===== src/rtl/cfgw_pkg.sv =====
package cfgw_pkg;

  typedef enum logic [1:0] {
    WSRC_NONE   = 2'd0,
    WSRC_SERIAL = 2'd1,
    WSRC_PIN    = 2'd2
  } wsrc_e;

  function automatic logic idx_hit(input int unsigned idx, input int unsigned slot);
    return idx == slot;
  endfunction

endpackage


===== src/rtl/cfgw_wr_route.sv =====
module cfgw_wr_route
  import cfgw_pkg::*;
#(
  parameter int NUM_REGS = 3,
  parameter int DATA_W   = 8,
  parameter int IDX_W    = 2
) (
  input  logic                       clk,
  input  logic                       rst_n,
  input  logic                       ser_we,
  input  logic [IDX_W-1:0]           ser_idx,
  input  logic [DATA_W-1:0]          ser_data,
  input  logic [NUM_REGS-1:0]        pin_chg,
  input  logic [NUM_REGS*DATA_W-1:0] pin_val,
  output logic [NUM_REGS-1:0]        slot_we,
  output logic [NUM_REGS*DATA_W-1:0] slot_data
);

  for (genvar i = 0; i < NUM_REGS; i++) begin : g_route
    wsrc_e src;

    always_comb begin
      if (ser_we && idx_hit(int'(ser_idx), i)) begin
        src = WSRC_SERIAL;
      end else if (pin_chg[i]) begin
        src = WSRC_PIN;
      end else begin
        src = WSRC_NONE;
      end
    end

    always_comb begin
      slot_we[i] = (src != WSRC_NONE);
      unique case (src)
        WSRC_SERIAL: slot_data[i*DATA_W +: DATA_W] = ser_data;
        WSRC_PIN:    slot_data[i*DATA_W +: DATA_W] = pin_val[i*DATA_W +: DATA_W];
        default:     slot_data[i*DATA_W +: DATA_W] = '0;
      endcase
    end

    // serial data wins over a simultaneous pin change
    assert_serial_wins_R8: assert property (@(posedge clk) disable iff (!rst_n)
      (ser_we && (int'(ser_idx) == i) && pin_chg[i]) |->
        (slot_we[i] && slot_data[i*DATA_W +: DATA_W] == ser_data));
  end

endmodule


===== src/rtl/cfgw_slot.sv =====
module cfgw_slot #(
  parameter int               DATA_W  = 8,
  parameter int               CNT_W   = 8,
  parameter logic [CNT_W-1:0] DELAY   = 3,
  parameter logic [DATA_W-1:0] RST_VAL = '0
) (
  input  logic              clk,
  input  logic              rst_n,
  input  logic              tick,
  input  logic              we,
  input  logic [DATA_W-1:0] wdata,
  output logic [DATA_W-1:0] prog_q,
  output logic [DATA_W-1:0] phys_q,
  output logic              busy
);

  localparam logic [CNT_W-1:0] ONE = CNT_W'(1);

  logic [CNT_W-1:0]  cnt_q, cnt_d;
  logic [DATA_W-1:0] prog_d, phys_d;
  logic              win_open, win_last, prog_en, phys_en, cnt_en;

  assign win_open = (cnt_q != '0);
  assign win_last = win_open && tick && (cnt_q == ONE);
  assign busy     = win_open;

  always_comb begin
    prog_d  = we ? wdata : prog_q;
    prog_en = we;
  end

  always_comb begin
    phys_d  = phys_q;
    cnt_d   = cnt_q;
    phys_en = 1'b0;
    cnt_en  = 1'b0;
    if (!win_open) begin
      if (we) begin
        phys_d  = wdata;
        phys_en = 1'b1;
        cnt_d   = DELAY;
        cnt_en  = 1'b1;
      end
    end else if (tick) begin
      cnt_d  = cnt_q - ONE;
      cnt_en = 1'b1;
      if (win_last) begin
        phys_d  = prog_d;
        phys_en = 1'b1;
      end
    end
  end

  always_ff @(posedge clk or negedge rst_n) begin
    if (!rst_n) begin
      prog_q <= RST_VAL;
    end else if (prog_en) begin
      prog_q <= prog_d;
    end
  end

  always_ff @(posedge clk or negedge rst_n) begin
    if (!rst_n) begin
      phys_q <= RST_VAL;
    end else if (phys_en) begin
      phys_q <= phys_d;
    end
  end

  always_ff @(posedge clk or negedge rst_n) begin
    if (!rst_n) begin
      cnt_q <= '0;
    end else if (cnt_en) begin
      cnt_q <= cnt_d;
    end
  end

  // a write with the window closed reaches the physical value at once
  assert_direct_apply_R2: assert property (@(posedge clk) disable iff (!rst_n)
    (we && !busy) |=> (phys_q == $past(wdata)));

  // physical value frozen while the window stays open
  assert_phys_held_R4: assert property (@(posedge clk) disable iff (!rst_n)
    (busy && !(tick && cnt_q == ONE)) |=> $stable(phys_q));

  // writes never reload a running window; it only moves on ticks
  assert_no_reload_R5: assert property (@(posedge clk) disable iff (!rst_n)
    (busy && !tick) |=> $stable(cnt_q));

  assert_counts_down_R3: assert property (@(posedge clk) disable iff (!rst_n)
    (busy && tick) |=> (cnt_q == $past(cnt_q) - ONE));

  // expiry commits the newest programmed value
  assert_commit_last_R6: assert property (@(posedge clk) disable iff (!rst_n)
    (busy && tick && cnt_q == ONE) |=> (!busy && phys_q == prog_q));

endmodule


===== src/rtl/cfgw_read_sel.sv =====
module cfgw_read_sel #(
  parameter int NUM_REGS = 3,
  parameter int DATA_W   = 8,
  parameter int IDX_W    = 2
) (
  input  logic [IDX_W-1:0]           rd_idx,
  input  logic [NUM_REGS*DATA_W-1:0] prog_flat,
  output logic [DATA_W-1:0]          rd_data
);

  logic [NUM_REGS-1:0][DATA_W-1:0] masked;

  for (genvar i = 0; i < NUM_REGS; i++) begin : g_mask
    assign masked[i] = (int'(rd_idx) == i) ? prog_flat[i*DATA_W +: DATA_W] : '0;
  end

  always_comb begin
    rd_data = '0;
    for (int i = 0; i < NUM_REGS; i++) begin
      rd_data = rd_data | masked[i];
    end
  end

endmodule


===== src/rtl/cfg_commit_window.sv =====
module cfg_commit_window #(
  parameter int NUM_REGS = 3,
  parameter int DATA_W   = 8,
  parameter int CNT_W    = 8,
  parameter int IDX_W    = 2,
  parameter logic [NUM_REGS*CNT_W-1:0]  DELAYS   = {8'd2, 8'd5, 8'd3},
  parameter logic [NUM_REGS*DATA_W-1:0] RST_VALS = {8'h30, 8'h20, 8'h10}
) (
  input  logic                       clk,
  input  logic                       rst_n,
  input  logic                       tick,
  input  logic                       ser_we,
  input  logic [IDX_W-1:0]           ser_idx,
  input  logic [DATA_W-1:0]          ser_data,
  input  logic [NUM_REGS-1:0]        pin_chg,
  input  logic [NUM_REGS*DATA_W-1:0] pin_val,
  input  logic [IDX_W-1:0]           rd_idx,
  output logic [DATA_W-1:0]          rd_data,
  output logic [NUM_REGS*DATA_W-1:0] phys_val,
  output logic [NUM_REGS-1:0]        busy
);

  localparam int FLAT_W = NUM_REGS * DATA_W;

  logic [NUM_REGS-1:0] slot_we;
  logic [FLAT_W-1:0]   slot_data;
  logic [FLAT_W-1:0]   prog_flat;

  cfgw_wr_route #(
    .NUM_REGS(NUM_REGS), .DATA_W(DATA_W), .IDX_W(IDX_W)
  ) u_route (
    .clk      (clk),
    .rst_n    (rst_n),
    .ser_we   (ser_we),
    .ser_idx  (ser_idx),
    .ser_data (ser_data),
    .pin_chg  (pin_chg),
    .pin_val  (pin_val),
    .slot_we  (slot_we),
    .slot_data(slot_data)
  );

  for (genvar i = 0; i < NUM_REGS; i++) begin : g_slot
    cfgw_slot #(
      .DATA_W (DATA_W),
      .CNT_W  (CNT_W),
      .DELAY  (DELAYS[i*CNT_W +: CNT_W]),
      .RST_VAL(RST_VALS[i*DATA_W +: DATA_W])
    ) u_slot (
      .clk   (clk),
      .rst_n (rst_n),
      .tick  (tick),
      .we    (slot_we[i]),
      .wdata (slot_data[i*DATA_W +: DATA_W]),
      .prog_q(prog_flat[i*DATA_W +: DATA_W]),
      .phys_q(phys_val[i*DATA_W +: DATA_W]),
      .busy  (busy[i])
    );
  end

  cfgw_read_sel #(
    .NUM_REGS(NUM_REGS), .DATA_W(DATA_W), .IDX_W(IDX_W)
  ) u_read (
    .rd_idx   (rd_idx),
    .prog_flat(prog_flat),
    .rd_data  (rd_data)
  );

  // an out-of-range serial index starts no window anywhere
  assert_bad_idx_quiet_R9: assert property (@(posedge clk) disable iff (!rst_n)
    (ser_we && int'(ser_idx) >= NUM_REGS && pin_chg == '0) |=>
      $stable(phys_val));

endmodule


===== config.mk =====
export PLATFORM = sky130hd
export DESIGN_NAME = cfg_commit_window
export DESIGN_NICKNAME = d
export VERILOG_FILES = /design/src/rtl/cfgw_pkg.sv /design/src/rtl/cfgw_wr_route.sv /design/src/rtl/cfgw_slot.sv /design/src/rtl/cfgw_read_sel.sv /design/src/rtl/cfg_commit_window.sv
export SDC_FILE = /design/constraint.sdc
export NUM_CORES = 1
export LEC_CHECK = 0
export ABC_AREA = 0
export BUFFER_PORTS_ARGS = -buffer_cell sky130_fd_sc_hd__buf_2
export CORE_ASPECT_RATIO = 0.8
export CORE_MARGIN = 8
export CORE_UTILIZATION = 35
export DETAILED_ROUTE_END_ITERATION = 10
export SKIP_CTS_REPAIR_TIMING = 1
export SYNTH_ARGS = -nofsm -noshare
export SYNTH_HDL_FRONTEND = slang
export SYNTH_HIERARCHICAL = 1
export SYNTH_SLANG_ARGS = --single-unit
export TNS_END_PERCENT = 5

===== constraint.sdc =====
create_clock -name clk -period 3.2 [get_ports clk]
set_input_delay 0 -clock clk [delete_from_list [all_inputs] [get_ports clk]]
set_output_delay 0 -clock clk [all_outputs]
set_load 0.05 [all_outputs]

# After elaboration in Yosys (flattened, before gate mapping)
# Cells that the tools add are included.
# Widths: inputs -> output; s select.
[op_classes]
addsub = 3
mux = 52
n_bitwise = 2
eq_ne = 19
magnitude_cmp = 0
div = 0
shifts = 0
reduce_logical = 26
n_mul = 0
[ops]
columns = ["cell", "count"]
rows = [
  ["$mux 8", 27],
  ["$pmux 8 s2", 3],
  ["$eq 8x1->1 const B", 3],
  ["$reduce_bool 8->1", 3],
  ["$sub 8x1->8 const B", 3],
  ["$mux 1", 16],
  ["$or 8x8->8", 2],
  ["$eq 2x2->1 const B", 6],
  ["$mux 2", 6],
  ["$ne 2x2->1 const B", 6],
  ["$reduce_and 4->1", 3],
  ["$reduce_bool 2->1", 6],
  ["$logic_and 1x1->1", 9],
  ["$reduce_and 3->1", 3],
  ["$eq 2x1->1 const B", 4],
  ["$logic_not 2->1", 2],
]
[word_totals]
latch_bits = 0
in_bits = 43
wordCells = 111
n_memories = 0
ramBits = 0
regBits = 72
mem_bits_ro = 0
output_inout_bits = 35

# Longest topological paths before layout
# Gate-level depths: netlist of run 1.
[logic_depth]
ltp_word = 9
ltp_mapped = 9
depth_no_buf = 7

# By module
# The synthesis of run 1 kept the hierarchy.
[modules_own_cells]
columns = ["mod", "cells_each", "area_per_inst_um2", "seq_area_each_um2", "instances"]
rows = [
  ["cfgw_slot at g_slot[1].u_slot", 94, 1194.9, 603.1, 1],
  ["cfgw_slot at g_slot[2].u_slot", 94, 1143.6, 605.6, 1],
  ["cfgw_slot at g_slot[0].u_slot", 110, 1124.8, 603.1, 1],
  ["cfgw_wr_route", 68, 436.7, 0.0, 1],
  ["cfgw_read_sel", 20, 197.7, 0.0, 1],
]

# Worst setup path after synthesis of run 1
# No wires, ideal clock.
[synth_path]
path_type = "reg2reg"
start = "reg g_slot[1].u_slot.cnt_q[7]"
end = "reg g_slot[1].u_slot.phys_q[0]"
stages_incl_launch_ff = 5
arrival_time_ns = 1.835
setup_ns = 0.125
synth_period_minus_slack_ns = 1.960
required_time_ns = 3.075
n_path_buf = 1
slack_ns = 1.240
cell_sequence = "dfrtp_1 or4_1 buf_2 a2111oi_4 mux2_2"
[synth_via]
elab_chain_len = 7
word_cells_on_any_way = 12
cone_classes = "eq/ne: 3; mux: 4; reduce/logical: 5"
[synth_rtl]
columns = ["element", "line", "rtl"]
rows = [
  ["start, declared", "cfgw_slot.sv:19", "logic [CNT_W-1:0] cnt_q, cnt_d;"],
  ["start signal, assigned", "cfgw_slot.sv:74", "cnt_q <= cnt_d;"],
  ["$reduce_bool 8->1", "cfgw_slot.sv:23", "assign win_open = (cnt_q != '0);"],
  ["$logic_and 1x1->1 (2 in series)", "cfgw_slot.sv:24", "assign win_last = win_open && tick && (cnt_q == ONE);"],
  ["$mux 1", "cfgw_slot.sv:47", "if (win_last) begin"],
  ["$mux 1", "cfgw_slot.sv:44", "end else if (tick) begin"],
  ["$mux 1", "cfgw_slot.sv:37", "if (!win_open) begin"],
  ["$reduce_and 4->1 (no source line)", "--", ""],
  ["end signal, assigned", "cfgw_slot.sv:66", "phys_q <= phys_d;"],
  ["end, declared", "cfgw_slot.sv:13", "output logic [DATA_W-1:0] phys_q,"],
]
# Several ways; a longest one is shown, not always the timed one.
# A chain may end at the register's enable or synchronous reset.

# Worst setup path in the final report of run 1
[layout_path]
start = "reg g_slot[1].u_slot.cnt_q[0]"
end = "reg g_slot[1].u_slot.cnt_q[6]"
[layout_via]
elab_chain_len = 3
word_cells_on_any_way = 8
cone_classes = "add/sub: 1; eq/ne: 1; mux: 3; reduce/logical: 3"
[layout_rtl]
columns = ["element", "line"]
rows = [
  ["$sub 8x1->8 / $reduce_bool 8->1 (equally long branches)", "cfgw_slot.sv:45, cfgw_slot.sv:23"],
  ["$mux 8 (tied with other cells)", "cfgw_slot.sv:44"],
  ["$mux 8 / $reduce_and 3->1 (equally long branches)", "--"],
]
# Several ways; a longest one is shown, not always the timed one. The select of a mux whose other input is x is not followed.

==> impl_metrics.ini, run 1 <==
[grt]
first_global_vias = 3280
top_usage_layer = met2
grt_pass1_wl_um = 17300
antenna_found_initial = 0
grtUsageTotal = 0.144
grt_use_met2 = 0.214
met1_usage = 0.195
grt_max_degree = 34
grt.overflow.total = 0
use_met3 = 0.0443

[cts]
cts-root-buf = clkbuf_16
htreeDepth = 3
clkTransAtPathRegs_ns = 0.06
cts_tree = built
clock_path_buffers = 2
cts.sinks = 72
numCtsBuffers = 9
clock_latency_ns = 0.34

[cells_and_area]
diodes = 0
area_growth_pct = 19.7
drive_gt1_frac = 0.337
fin_nets = 510
final_core_util = 0.427

[setup_path]
cp_max_fo = 12
cp.required_ns = 3.42
slowest_delay_ns = 0.60
worst_setup_path_start_kind = flop
critPathArrivalTime_ns = 2.50
path_buf_inv = 1
cp-end-kind = flop
crit_family = simple AND/OR/NAND/NOR gates
cp_cell_sequence = inv_1 -> ha_1 -> or3b_1 -> or4_1 -> mux2_2
crit_slowest_cell = or3b_1
crit_type = reg2reg

[floorplanning]
num_io_pins = 78
num_rows = 35
die-area_sq_um = 15400
die_y_um = 113
fp.dieW_um = 137
core_area_sq_um = 11500
initial_core_util = 0.357

[sta]
post-route-min-period_ns = 2.28
finalCritPeriodShare = 0.712
tightest_slew_ns = 0.707
fin_setup_tns_ns = 0
drv_slew = 0
rsz0062_at_grt = no
finalSetupViolCount = 0
final-hold-violation-count = 0
relSlewSlack = 0.529
fin_skew_ns = 0.00420
timing.fmax_mhz = 439

[routing]
vias_per_cell = 5.09
ant_nets = 0
vias = 3124
drt-total-wl_um = 10700
drtPass1Iterations = 4
drt-initial-drc-count = 154
avgRoutedWirePerCell_um = 17.4
drc = 0

[synthesis]
ys_ff_latch = 72
avgSynthCellArea_sq_um = 10.6
synth_common_cells = dfrtp_1, nand2_1, mux2i_1, mux2_2, inv_1
post_synth_instance_area_sq_um = 4100
syn_inst = 386
synth_cell_type_count = 52
synth.area.top_cells = dfrtp_1, mux2_2, mux2i_1, dfstp_2, nand2_1
synth_edf_count = 0
ys_seq_area_frac = 0.442
yosysTopAreaCell = dfrtp_1
synthArstFlopShare = 1.00
synth_flop_cell = dfrtp_1
synth_warnings = 6
synth_top_area_frac = 0.391
synth.most_common_cell = dfrtp_1
synth_fp_nets = 435

[power_and_ir_drop]
leakage_nw = 2.47
vdd_ir_drop_max_mv = 0.398
power_density_nw_per_um2 = 841

[outcome]
status = complete, no violations

[worst_hold_path]
min_path_type = in2reg

[placement]
portBuffers = 77
place_congestion = 0.773
hpwl_um = 8260

[run]
max_cap_violations = 0
[cell usage in the layout, fill, tap and decap left out, drive strengths merged, types with 4 or more instances in the layout]
cell type | Yosys | final
buf | 14 | 83
dfrtp | 64 | 64
nand2 | 53 | 53
mux2i | 45 | 45
mux2 | 41 | 41
o21ai | 30 | 30
inv | 26 | 26
clkbuf | 6 | 13
nor3 | 9 | 9
nor2 | 8 | 8
a32oi | 8 | 8
dfstp | 8 | 8
o2bb2ai | 8 | 8
ha | 6 | 6
nor2b | 6 | 6
nand3b | 5 | 5
nor3b | 4 | 4
a21o | 4 | 4
nand3 | 4 | 4
nor4 | 4 | 4
or4 | 4 | 4
[through the flow]
| stage | cell area [sq um] | hold slack (ns) | setup WS [ns] | instances | total power, mW |
|---|---|---|---|---|---|
| 3_3_place_gp | 4590 | -0.0472 | 1.00 | 597 | 3.08 |
| 5_1_grt | 4900 | 0.0782 | 0.810 | 614 | 4.38 |
| 2_1_floorplan | 4100 | -0.296 | 1.24 | 386 | 2.73 |
| 6_report | 4900 | 0.0694 | 0.922 | 614 | 4.12 |
| 3_5_place_dp | 4590 | -0.0428 | 0.952 | 597 | 3.13 |
| 4_1_cts | 4890 | -0.408 | 0.943 | 613 | 4.17 |
[flip-flops by register name (all words and copies together), names as in the netlist]
signal and count:
g_slot.u_slot/phys_q 24, g_slot.u_slot/prog_q 24, g_slot.u_slot/cnt_q 24
[power breakdown]
| part | internal [mW] | total (mW) | leakage [nW] | switching, mW |
|---|---|---|---|---|
| combinational | 0.564 | 1.59 | 1.43 | 1.02 |
| sequential | 1.23 | 1.52 | 0.894 | 0.291 |
| clock | 0.644 | 1.02 | 0.150 | 0.375 |
| total | 2.43 | 4.12 | 2.47 | 1.69 |
[worst register-to-register path: stages (launching register included)]
cell and delay, ns:
dfrtp_1 0.42, inv_1 0.10, ha_1 0.27, or3b_1 0.61, or4_1 0.49, mux2_2 0.28
[logic make-up after synthesis]
family / after synthesis / share of synthesized area
XOR/XNOR: 3 / 0.00641
multiplexers: 86 / 0.224
adder cells (fa/ha/maj): 6 / 0.0183
AO/OA/AOI/OAI: 61 / 0.105
flip-flops: 72 / 0.442
AND/OR/NAND/NOR: 112 / 0.152
buffers and inverters: 46 / 0.0531
[path summary, 6_finish.rpt]
path,to,cells past startpoint,slack (ns),startpoint
worst max-delay path,g_slot[1].u_slot/cnt_q[6],5,0.92,g_slot[1].u_slot/cnt_q[0]
worst min-delay path,g_slot[0].u_slot/phys_q[4],5,0.07,pin_val[4]
worst max register to register,g_slot[1].u_slot/cnt_q[6],5,0.92,g_slot[1].u_slot/cnt_q[0]
worst min register to register,g_slot[2].u_slot/phys_q[5],2,0.48,g_slot[2].u_slot/phys_q[5]
max in group asynchronous,g_slot[2].u_slot/phys_q[4],3,2.28,rst_n
min in group asynchronous,g_slot[0].u_slot/cnt_q[2],2,0.12,rst_n
[layer usage]
layer,part of all wire,vias to the layer above,wire [um]
li1,-,1520,-
met1,0.48,1511,5070
met2,0.44,80,4720
met3,0.071,13,758
met4,0.012,0,126
met5,0,-,0
[final cells by class]
type	instances	area (sq um)
Sequential cell	72	1810
Clock inverter	3	40.0
Multi-Input combinational cell	268	2070
Inverter	26	97.6
Fill cell	1144	6570
Timing Repair Buffer	84	440
Tap cell	148	185
Clock buffer	13	260
No activity file was read; power rests on OpenSTA's default activity.
==> inputs of run 2 (changes only) <==
ABC_AREA = 1   (was 0)
clock period = 2 ns   (was 3.2 ns; I/O delays follow)
==> run 2 against run 1 <==
Total power rose by 60%. Wire length rose by 19%. Die area rose by 11%. Clock skew rose by 0.0021 ns. Via count rose by 39%. Utilization fell by 1.1 points. Sequential cell count did not move. Non-clock buffer count fell by 3. Cell count rose by 43%. Clock power rose by 53%. Sequential power rose by 51%. Cell area rose by 9.3%. Largest cell class unchanged.
==> impl_metrics.ini, run 2 <==
[floorplanning]
core_area_sq_um = 12900
die-area_sq_um = 17100
initial_core_util = 0.358
num_rows = 37
num_io_pins = 78
die_y_um = 119
fp.dieW_um = 144

[synthesis]
syn_inst = 625
ys_seq_area_frac = 0.393
yosysTopAreaCell = dfrtp_1
post_synth_instance_area_sq_um = 4610
synth_cell_type_count = 32
synth_edf_count = 0
avgSynthCellArea_sq_um = 7.38
synthArstFlopShare = 1.00
synth_warnings = 6
ys_ff_latch = 72
synth.most_common_cell = nand2_1
synth_fp_nets = 674
synth_common_cells = nand2_1, nand3_1, dfrtp_1, inv_1, o21ai_0
synth_flop_cell = dfrtp_1
synth.area.top_cells = dfrtp_1, nand2_1, nand3_1, dfstp_2, inv_1
synth_top_area_frac = 0.347

[grt]
antenna_found_initial = 0
grtUsageTotal = 0.153
grt.overflow.total = 0
first_global_vias = 4226
grt_max_degree = 53
grt_pass1_wl_um = 21000

[setup_path]
r2r_slack_ns = 0.23
worst_setup_path_start_kind = flop
r2r_end = g_slot[1].u_slot/phys_q[6]
critPathArrivalTime_ns = 1.84
cp-end-kind = output port
cp.required_ns = 2.00
r2r-start = g_slot[1].u_slot/cnt_q[0]
reg2regPathDepth = 8
cp_max_fo = 20
crit_type = reg2out

[cells_and_area]
final_cell_mix = nand2_1, nand3_1, buf_2
diodes = 0
final_core_util = 0.416
final_common_cell = nand2_1
drive_gt1_frac = 0.230
top_regs = g_slot.u_slot/cnt_q: 24 flops, g_slot.u_slot/phys_q: 24 flops, g_slot.u_slot/prog_q: 24 flops
area_growth_pct = 16.2
fill_cells = 1368
fin_nets = 744

[power_and_ir_drop]
vdd_ir_drop_max_mv = 0.783
leakage_nw = 2.92
power_density_nw_per_um2 = 1230

[routing]
ant_nets = 0
drt-initial-drc-count = 316
drtPass1Iterations = 5
drc = 0
avgRoutedWirePerCell_um = 14.5
drt-total-wl_um = 12700
vias = 4336
vias_per_cell = 4.96

[cts]
clock_path_buffers = 2
cts.sinks = 72
cts-root-buf = clkbuf_16
cts_tree = built
clock_latency_ns = 0.33
numCtsBuffers = 9
clkTransAtPathRegs_ns = 0.06
htreeDepth = 3

[sta]
relSlewSlack = 0.649
finalCritPeriodShare = 0.920
final-hold-violation-count = 0
timing.fmax_mhz = 544
fin_ws_ns = 0.161
tightest_slew_ns = 0.526
drv_slew = 0
finalSetupViolCount = 0
fin_setup_tns_ns = 0
fin_skew_ns = 0.00627
post-route-min-period_ns = 1.84
rsz0062_at_grt = no

[worst_hold_path]
min_path_type = in2reg
worst_hold_path.endpoint = g_slot[1].u_slot/prog_q[2]
hp-start = pin_val[10]
worstHoldPathCells = 5

[run]
max_cap_violations = 0

[placement]
place_congestion = 0.886
hpwl_um = 9920
portBuffers = 77
pre_cts_ws_ns = 0.270

[outcome]
status = complete, no violations
==> run 2: cell count changes in the layout (fill, tap and decap cells not counted), moves of 10 or more <==
cell | before | now
nand4_1 | 0 | 20
nand3_1 | 4 | 98
nand2_1 | 52 | 214
mux2_2 | 40 | 0
o21ai_1 | 13 | 3
nand2_4 | 0 | 12
o21ai_0 | 17 | 36
inv_1 | 26 | 54
mux2i_1 | 45 | 0
nor2_1 | 8 | 30
==> run 2: final cells by class <==
type                    count  area [sq um]  share of cell area
clock buffers              16           292              0.0544
inverters                  63           239              0.0446
multi-input cells         468          2370               0.442
flip-flops and latches     72          1810               0.338
well taps                 175           219              0.0408
repair buffers             81           430              0.0803
==> run 2: logic make-up (layout without fill, tap and decap cells) <==
family / count (synthesis) / in the layout / share of synthesized area
and+or+nand+nor: 407 / 407 / 0.425
xor gates and xnor gates: 7 / 7 / 0.0133
DFF: 72 / 72 / 0.393
buffers and inverters: 85 / 160 / 0.0936
AOI/OAI and AO/OA: 48 / 48 / 0.0586
adders and majority gates: 6 / 6 / 0.0163
==> run 2: through the flow <==
stage / power (mW) / instances / area [sq um] / hold WS, ns
after floorplan: 4.39 / 625 / 4610 / -0.296
after global placement: 5.00 / 858 / 5060 / 0.00360
after detailed placement: 5.04 / 858 / 5060 / 0.00863
after CTS: 6.64 / 874 / 5350 / -0.346
after global routing: 7.07 / 875 / 5360 / 0.130
final: 6.59 / 875 / 5360 / 0.101
==> run 2: power by group <==
group,switching [mW],total (mW),internal (mW)
clock network,0.584,1.56,0.978
registers,0.385,2.29,1.90
logic,1.93,2.74,0.808
total,2.90,6.59,3.69
==> run 2: worst max-delay path: stages, from the launching register on <==
cell     delay, ns
dfrtp_1       0.37
inv_1         0.09
ha_1          0.23
nand2_2       0.13
inv_2         0.07
nand2_2       0.27
buf_2         0.34
==> run 2: routing by layer <==
layer | global-route usage | up-vias | routed length (um) | part of all wire
li1 | - | 2162 | - | -
met1 | 0.215 | 2041 | 6250 | 0.49
met2 | 0.235 | 127 | 5690 | 0.45
met3 | 0.0286 | 6 | 660 | 0.052
met4 | 0.0422 | 0 | 76 | 0.0060
met5 | 0 | - | 0 | 0
==> run 2: worst max path at each step <==
stage | startpoint | endpoint | slack [ns]
3_5_place_dp | g_slot[1].u_slot/cnt_q[0] | g_slot[1].u_slot/phys_q[6] | 0.27
2_1_floorplan | g_slot[0].u_slot/cnt_q[0] | g_slot[0].u_slot/phys_q[0] | 0.48
4_1_cts | g_slot[0].u_slot/cnt_q[0] | busy[0] | 0.15
5_1_grt | g_slot[0].u_slot/cnt_q[0] | busy[0] | 0.02
3_3_place_gp | g_slot[1].u_slot/cnt_q[0] | g_slot[1].u_slot/phys_q[6] | 0.32
6_report | g_slot[0].u_slot/cnt_q[0] | busy[0] | 0.16
